$ cat config.mk
export PLATFORM = sky130hd
export DESIGN_NAME = cmpint_change_irq
export DESIGN_NICKNAME = d
export VERILOG_FILES = /design/src/rtl/cmpint_pkg.sv /design/src/rtl/cmpint_sync.sv /design/src/rtl/cmpint_ref.sv /design/src/rtl/cmpint_flag.sv /design/src/rtl/cmpint_change_irq.sv
export SDC_FILE = /design/constraint.sdc
export NUM_CORES = 1
export LEC_CHECK = 0
export BUFFER_PORTS_ARGS = -buffer_cell sky130_fd_sc_hd__buf_2
export CAP_MARGIN = 20
export CORE_MARGIN = 5
export CORE_UTILIZATION = 50
export DETAILED_ROUTE_END_ITERATION = 16
export PLACE_DENSITY = 0.83
export SYNTH_ARGS = -nofsm -noshare
export SYNTH_HDL_FRONTEND = slang
export SYNTH_SLANG_ARGS = --single-unit
$ cat constraint.sdc
create_clock -name clk_i -period 3.1 [get_ports clk_i]
set_input_delay 0.62 -clock clk_i [delete_from_list [all_inputs] [get_ports clk_i]]
set_output_delay 0.62 -clock clk_i [all_outputs]
set_load 0.005 [all_outputs]
$ cat src/rtl/cmpint_pkg.sv
package cmpint_pkg;

    localparam int unsigned REG_W = 8;

    // bit positions that software decodes
    localparam int unsigned CTL_STATUS_BIT = 6;
    localparam int unsigned CTL_INV_BIT    = 4;
    localparam int unsigned CTL_SEL_BIT    = 3;
    localparam int unsigned FLAG_BIT       = 3;
    localparam int unsigned IE_BIT         = 3;
    localparam int unsigned GIE_BIT        = 7;
    localparam int unsigned PIE_BIT        = 6;

    typedef enum logic [2:0] {
        MODE_0   = 3'b000,
        MODE_OFF = 3'b111
    } mode_e;

    typedef struct packed {
        logic       inv;
        logic       sel;
        logic [2:0] mode;
    } ctrl_t;

    localparam ctrl_t CTRL_RESET = '{inv: 1'b0, sel: 1'b0, mode: 3'b000};

    function automatic ctrl_t ctrl_from_byte(input logic [REG_W-1:0] b);
        ctrl_t c;
        c.inv  = b[CTL_INV_BIT];
        c.sel  = b[CTL_SEL_BIT];
        c.mode = b[2:0];
        return c;
    endfunction

    function automatic logic ctrl_is_off(input ctrl_t c);
        return c.mode == MODE_OFF;
    endfunction

    // comparator value as seen by software and by the mismatch compare
    function automatic logic gated_out(input logic raw, input ctrl_t c);
        return ctrl_is_off(c) ? 1'b0 : (raw ^ c.inv);
    endfunction

endpackage

$ cat src/rtl/cmpint_sync.sv
module cmpint_sync #(
    parameter int unsigned STAGES = 2
) (
    input  logic clk_i,
    input  logic d_i,
    output logic q_o
);
    localparam int unsigned N = (STAGES < 2) ? 2 : STAGES;

    logic [N-1:0] chain_q;

    // no reset: the chain settles while reset is held
    always_ff @(posedge clk_i) begin
        chain_q <= {chain_q[N-2:0], d_i};
    end

    assign q_o = chain_q[N-1];
endmodule

$ cat src/rtl/cmpint_ref.sv
module cmpint_ref (
    input  logic clk_i,
    input  logic rst_i,
    input  logic capture_i,
    input  logic cap_val_i,
    input  logic live_i,
    input  logic active_i,
    output logic mismatch_o
);
    logic ref_q;

    always_ff @(posedge clk_i) begin
        if (rst_i || capture_i) begin
            ref_q <= cap_val_i;
        end
    end

    // an access in progress owns the compare: the sampled value becomes the reference
    assign mismatch_o = active_i && !capture_i && (live_i != ref_q);

    p_access_ends_mismatch_r4: assert property (@(posedge clk_i) disable iff (rst_i)
        capture_i |=> (!mismatch_o || (live_i != $past(cap_val_i))));

    p_race_no_set_r7: assert property (@(posedge clk_i) disable iff (rst_i)
        capture_i |-> !mismatch_o);
endmodule

$ cat src/rtl/cmpint_flag.sv
module cmpint_flag (
    input  logic clk_i,
    input  logic rst_i,
    input  logic wr_i,
    input  logic wval_i,
    input  logic set_i,
    output logic flag_o
);
    logic flag_q;

    always_ff @(posedge clk_i) begin
        if (rst_i) begin
            flag_q <= 1'b0;
        end else begin
            // a pending mismatch beats a software clear
            flag_q <= (wr_i ? wval_i : flag_q) | set_i;
        end
    end

    assign flag_o = flag_q;

    p_mismatch_sets_r5: assert property (@(posedge clk_i) disable iff (rst_i)
        set_i |=> flag_q);

    p_clear_by_write_r6: assert property (@(posedge clk_i) disable iff (rst_i)
        $fell(flag_q) |-> $past(wr_i && !wval_i));

    p_force_set_r6: assert property (@(posedge clk_i) disable iff (rst_i)
        (wr_i && wval_i) |=> flag_q);
endmodule

$ cat src/rtl/cmpint_change_irq.sv
module cmpint_change_irq
    import cmpint_pkg::*;
#(
    parameter int unsigned ADDR_W      = 2,
    parameter int unsigned SYNC_STAGES = 2,
    parameter int unsigned CTRL_ADDR   = 0,
    parameter int unsigned FLAG_ADDR   = 1,
    parameter int unsigned IE_ADDR     = 2,
    parameter int unsigned GCTL_ADDR   = 3
) (
    input  logic              clk_i,
    input  logic              rst_i,
    input  logic              cmp_raw_i,
    input  logic [ADDR_W-1:0] addr_i,
    input  logic              rd_en_i,
    input  logic              wr_en_i,
    input  logic [REG_W-1:0]  wdata_i,
    output logic [REG_W-1:0]  rdata_o,
    output logic              irq_o
);
    localparam logic [ADDR_W-1:0] A_CTRL = ADDR_W'(CTRL_ADDR);
    localparam logic [ADDR_W-1:0] A_FLAG = ADDR_W'(FLAG_ADDR);
    localparam logic [ADDR_W-1:0] A_IE   = ADDR_W'(IE_ADDR);
    localparam logic [ADDR_W-1:0] A_GCTL = ADDR_W'(GCTL_ADDR);

    ctrl_t ctrl_q, ctrl_next;
    logic  cmp_ie_q, gie_q, pie_q;
    logic  sync_out, live_val, cap_val, mismatch, flag;
    logic  ctrl_acc, ctrl_wr, flag_wr, ie_wr, gctl_wr;
    logic  unused_wbits;

    assign unused_wbits = &{1'b0, wdata_i[5]};

    assign ctrl_acc = (rd_en_i || wr_en_i) && (addr_i == A_CTRL);
    assign ctrl_wr  = wr_en_i && (addr_i == A_CTRL);
    assign flag_wr  = wr_en_i && (addr_i == A_FLAG);
    assign ie_wr    = wr_en_i && (addr_i == A_IE);
    assign gctl_wr  = wr_en_i && (addr_i == A_GCTL);

    cmpint_sync #(.STAGES(SYNC_STAGES)) u_sync (
        .clk_i (clk_i),
        .d_i   (cmp_raw_i),
        .q_o   (sync_out)
    );

    assign ctrl_next = ctrl_wr ? ctrl_from_byte(wdata_i) : ctrl_q;
    assign live_val  = gated_out(sync_out, ctrl_q);
    // capture with the settings that will be in force after this access
    assign cap_val   = rst_i ? gated_out(sync_out, CTRL_RESET)
                             : gated_out(sync_out, ctrl_next);

    cmpint_ref u_ref (
        .clk_i      (clk_i),
        .rst_i      (rst_i),
        .capture_i  (ctrl_acc),
        .cap_val_i  (cap_val),
        .live_i     (live_val),
        .active_i   (!ctrl_is_off(ctrl_q)),
        .mismatch_o (mismatch)
    );

    cmpint_flag u_flag (
        .clk_i  (clk_i),
        .rst_i  (rst_i),
        .wr_i   (flag_wr),
        .wval_i (wdata_i[FLAG_BIT]),
        .set_i  (mismatch),
        .flag_o (flag)
    );

    always_ff @(posedge clk_i) begin
        if (rst_i) begin
            ctrl_q   <= CTRL_RESET;
            cmp_ie_q <= 1'b0;
            gie_q    <= 1'b0;
            pie_q    <= 1'b0;
        end else begin
            ctrl_q <= ctrl_next;
            if (ie_wr) begin
                cmp_ie_q <= wdata_i[IE_BIT];
            end
            if (gctl_wr) begin
                gie_q <= wdata_i[GIE_BIT];
                pie_q <= wdata_i[PIE_BIT];
            end
        end
    end

    always_comb begin
        rdata_o = '0;
        if (rd_en_i) begin
            unique case (addr_i)
                A_CTRL: begin
                    rdata_o[CTL_STATUS_BIT] = live_val;
                    rdata_o[CTL_INV_BIT]    = ctrl_q.inv;
                    rdata_o[CTL_SEL_BIT]    = ctrl_q.sel;
                    rdata_o[2:0]            = ctrl_q.mode;
                end
                A_FLAG: rdata_o[FLAG_BIT] = flag;
                A_IE:   rdata_o[IE_BIT]   = cmp_ie_q;
                A_GCTL: begin
                    rdata_o[GIE_BIT] = gie_q;
                    rdata_o[PIE_BIT] = pie_q;
                end
                default: rdata_o = '0;
            endcase
        end
    end

    assign irq_o = flag && cmp_ie_q && pie_q && gie_q;

    p_irq_needs_flag_r8: assert property (@(posedge clk_i) disable iff (rst_i)
        irq_o |-> flag);

    p_irq_needs_global_r8: assert property (@(posedge clk_i) disable iff (rst_i)
        !gie_q |-> !irq_o);

    p_off_status_zero_r9: assert property (@(posedge clk_i) disable iff (rst_i)
        (rd_en_i && addr_i == A_CTRL && ctrl_is_off(ctrl_q)) |-> !rdata_o[CTL_STATUS_BIT]);

    p_off_no_set_r9: assert property (@(posedge clk_i) disable iff (rst_i)
        ctrl_is_off(ctrl_q) |-> !mismatch);
endmodule

==> impl_metrics.tcl <==
set metrics [dict create \
    postPlaceCellArea_um2 773 \
    cts_setup_buffers 0 \
    cts_resized 0 \
    intPower_uw 256 \
    vias 645 \
    drtPass1Iterations 5 \
    yosysSeqAreaShare_pct 37.2 \
    reg2reg_depth 3 \
    drcViolationCount 0 \
    cts_buffers 3 \
    synth_cell_type_count 32 \
    grt_pass1_wl_um 2530 \
    p_leak_nw 0.377 \
    synth_top_cell_by_area "dfxtp_1" \
    maxSlewViolCount 0 \
    synth-seq-cells 12 \
    fin_skew_ps 6.89 \
    design_area_um2 810 \
    startpoint "addr_i[0]" \
    cts_tree "yes" \
    cp-start-kind "input pin" \
    finalWirelength_um 1570 \
    die-area_mm2 0.00218 \
    final_nets 121 \
    grt_pass1_vias 574 \
    ant_nets 0 \
    power.share.switching_pct 25.5 \
    power_switching_uw 87.5 \
    coreArea_mm2 0.00128 \
    rows 13 \
    port_buffers 21 \
    htreeDepth 1 \
    p_total_uw 344 \
    start_util_pct 52.4 \
    ys_async_sr_fraction_pct 0 \
    p_comb_share_pct 13.4 \
    drt_iter0_drc 21 \
    fill_cells 131 \
    finalHoldViolCount 0 \
    yosysMostFrequentCell "nand2_1" \
    clk_pin_slew_ps 80 \
    yosys-top-cells-area "dfxtp_1 (33%), ha_1 (9.3%), nand2_1 (7.8%)" \
    synth_top_area_share_pct 32.7 \
    min_period_ps 2520 \
    endpoint_kind "output port" \
    netlist_area_um2 673 \
    ys.flop_type "dfxtp_1" \
    arrival_ps 1900 \
    fin_setup_tns_ps 0 \
    clk_path_buf_depth 2 \
    antenna_found_initial 0 \
    chipWidth_um 46.7 \
    die_h_um 46.7 \
    ir_drop_v 0.000266 \
    rsz0062_at_grt "false" \
    max_freq_mhz 397 \
    synth_common_cells "nand2_1 (14), dfxtp_1 (11), a21oi_1 (8), nand3_1 (6), ha_1 (5)" \
    power.share.clock_pct 37.1 \
    cp_max_fo 15 \
    post-route-period-util_pct 81.3 \
    synth_edf_count 1 \
    grt-ovfl-total 0 \
    timing.rr.start "ctrl_q[4]" \
    wire_per_inst_um 13.7 \
    syn_area_per_cell_um2 8.52 \
    worstPathRequired_ps 2480 \
    viasPerCell 5.61 \
    finalSetupViolCount 0 \
    whs_path_depth 0 \
    syn_to_final_growth_pct 20.3 \
    diodes 0 \
    min-delay-start "u_sync.chain_q[0]" \
    grt_usage_pct 16.4 \
    syn_inst 79 \
    status "complete, no violations" \
    critPathKind "input pin to output port" \
    drive_gt1_share_pct 27.0 \
    root_buffer "clkbuf_4" \
    ios 24 \
    grt_max_degree 16 \
    insertion_delay_ps 280 \
    drv_cap 0 \
    power_per_cell_area_mw_per_mm2 425 \
    clock-sinks 12 \
    cts.hold.buffers_added 0 \
    hold_slack_ps 331 \
    place_congestion 0.746 \
    min_path_type "register to register" \
    yosys_warnings 0 \
    synth_nets 99 \
    seq_power_share_pct 49.5 \
]
[worst paths after layout]
| path | slack (ps) | endpoint |
|---|---|---|
| setup / recovery | 580 | rdata_o[6] |
| hold / removal | 330 | u_sync.chain_q[1] |
| setup reg to reg | 1830 | u_ref.ref_q |
| hold reg to reg | 330 | u_sync.chain_q[1] |
[metrics by stage]
| stage | utilization, % | setup slack, ps | instances |
|---|---|---|---|
| after floorplan | - | 1010 | 79 |
| after global placement | 60.2 | 736 | 111 |
| after detailed placement | 60.2 | 693 | 111 |
| after CTS | 63.0 | 610 | 115 |
| after global routing | 63.0 | 481 | 115 |
| final | 63.0 | 580 | 115 |
[critical path, cell delays in order]
cell	delay [ps]
buf_2	130
inv_1	80
ha_1	420
a32oi_1	180
nor3b_1	300
buf_2	170
[power groups by stage]
stage	clock, mW	combinational (mW)	sequential [mW]
finish	0.127	0.0459	0.170
global placement	0	0.0434	0.173
detailed placement	0	0.0450	0.174
floorplan	0	0.0291	0.172
CTS	0.130	0.0459	0.170
global route	0.142	0.0516	0.171
[cell usage in the layout (no fill, tap or decap)]
| cell type | netlist | routed |
|---|---|---|
| edfxtp_1 | 1 | 1 |
| a22oi_1 | 1 | 1 |
| nand2_1 | 14 | 14 |
| o311ai_0 | 1 | 1 |
| mux2i_1 | 1 | 1 |
| clkbuf_4 | 0 | 3 |
| o22ai_1 | 1 | 1 |
| ha_1 | 5 | 5 |
| xor2_1 | 1 | 1 |
| a211o_1 | 1 | 1 |
| and2_1 | 1 | 1 |
| and3_2 | 1 | 1 |
| conb_1 | 1 | 1 |
| a21bo_2 | 1 | 1 |
| inv_1 | 3 | 3 |
| nand4b_1 | 1 | 1 |
| and3_1 | 4 | 4 |
| nand4_1 | 1 | 1 |
| clkbuf_8 | 0 | 1 |
| nand3b_1 | 1 | 1 |
| a21oi_1 | 8 | 8 |
| o21ai_0 | 2 | 2 |
| nor3b_1 | 2 | 2 |
| dfxtp_1 | 11 | 11 |
| a32oi_1 | 1 | 1 |
| xnor2_1 | 1 | 1 |
| a222oi_1 | 1 | 1 |
| nand2b_1 | 1 | 1 |
| and4_1 | 1 | 1 |
| a21bo_1 | 1 | 1 |
| buf_2 | 1 | 21 |
| nand3_1 | 6 | 6 |
[state kept, by name, summed over array words and instances (netlist names)]
signal,count
ctrl_q,5
gie_q,1
u_sync.chain_q,2
u_ref.ref_q,1
u_flag.flag_o,1
pie_q,1
cmp_ie_q,1
[logic make-up after synthesis]
kind of cell | Yosys count | synth area share, %
other cells | 1 | 0.557
xor+xnor | 2 | 2.60
mux | 1 | 1.49
flops | 12 | 37.2
fa+ha+maj | 5 | 9.29
simple gates | 33 | 25.8
compound gates | 18 | 17.8
buf+inv | 7 | 5.20
[layer usage]
metal	wire length, µm	track usage, %	part of all wire (%)
met1	680	19.5	43
met4	13	7.73	0.83
met3	106	4.69	6.8
met5	0	0	0
met2	769	26.9	49
[final cells by class]
| cell class | instances | area [µm²] | share of cell area (%) |
|---|---|---|---|
| repair buffers | 21 | 105 | 13.0 |
| well taps | 15 | 18.8 | 2.32 |
| clock buffers | 4 | 36.3 | 4.48 |
| multi-input cells | 60 | 388 | 47.9 |
| inverters | 3 | 11.3 | 1.39 |
| flip-flops and latches | 12 | 250 | 30.9 |
No activity file was read; power rests on OpenSTA's default activity.
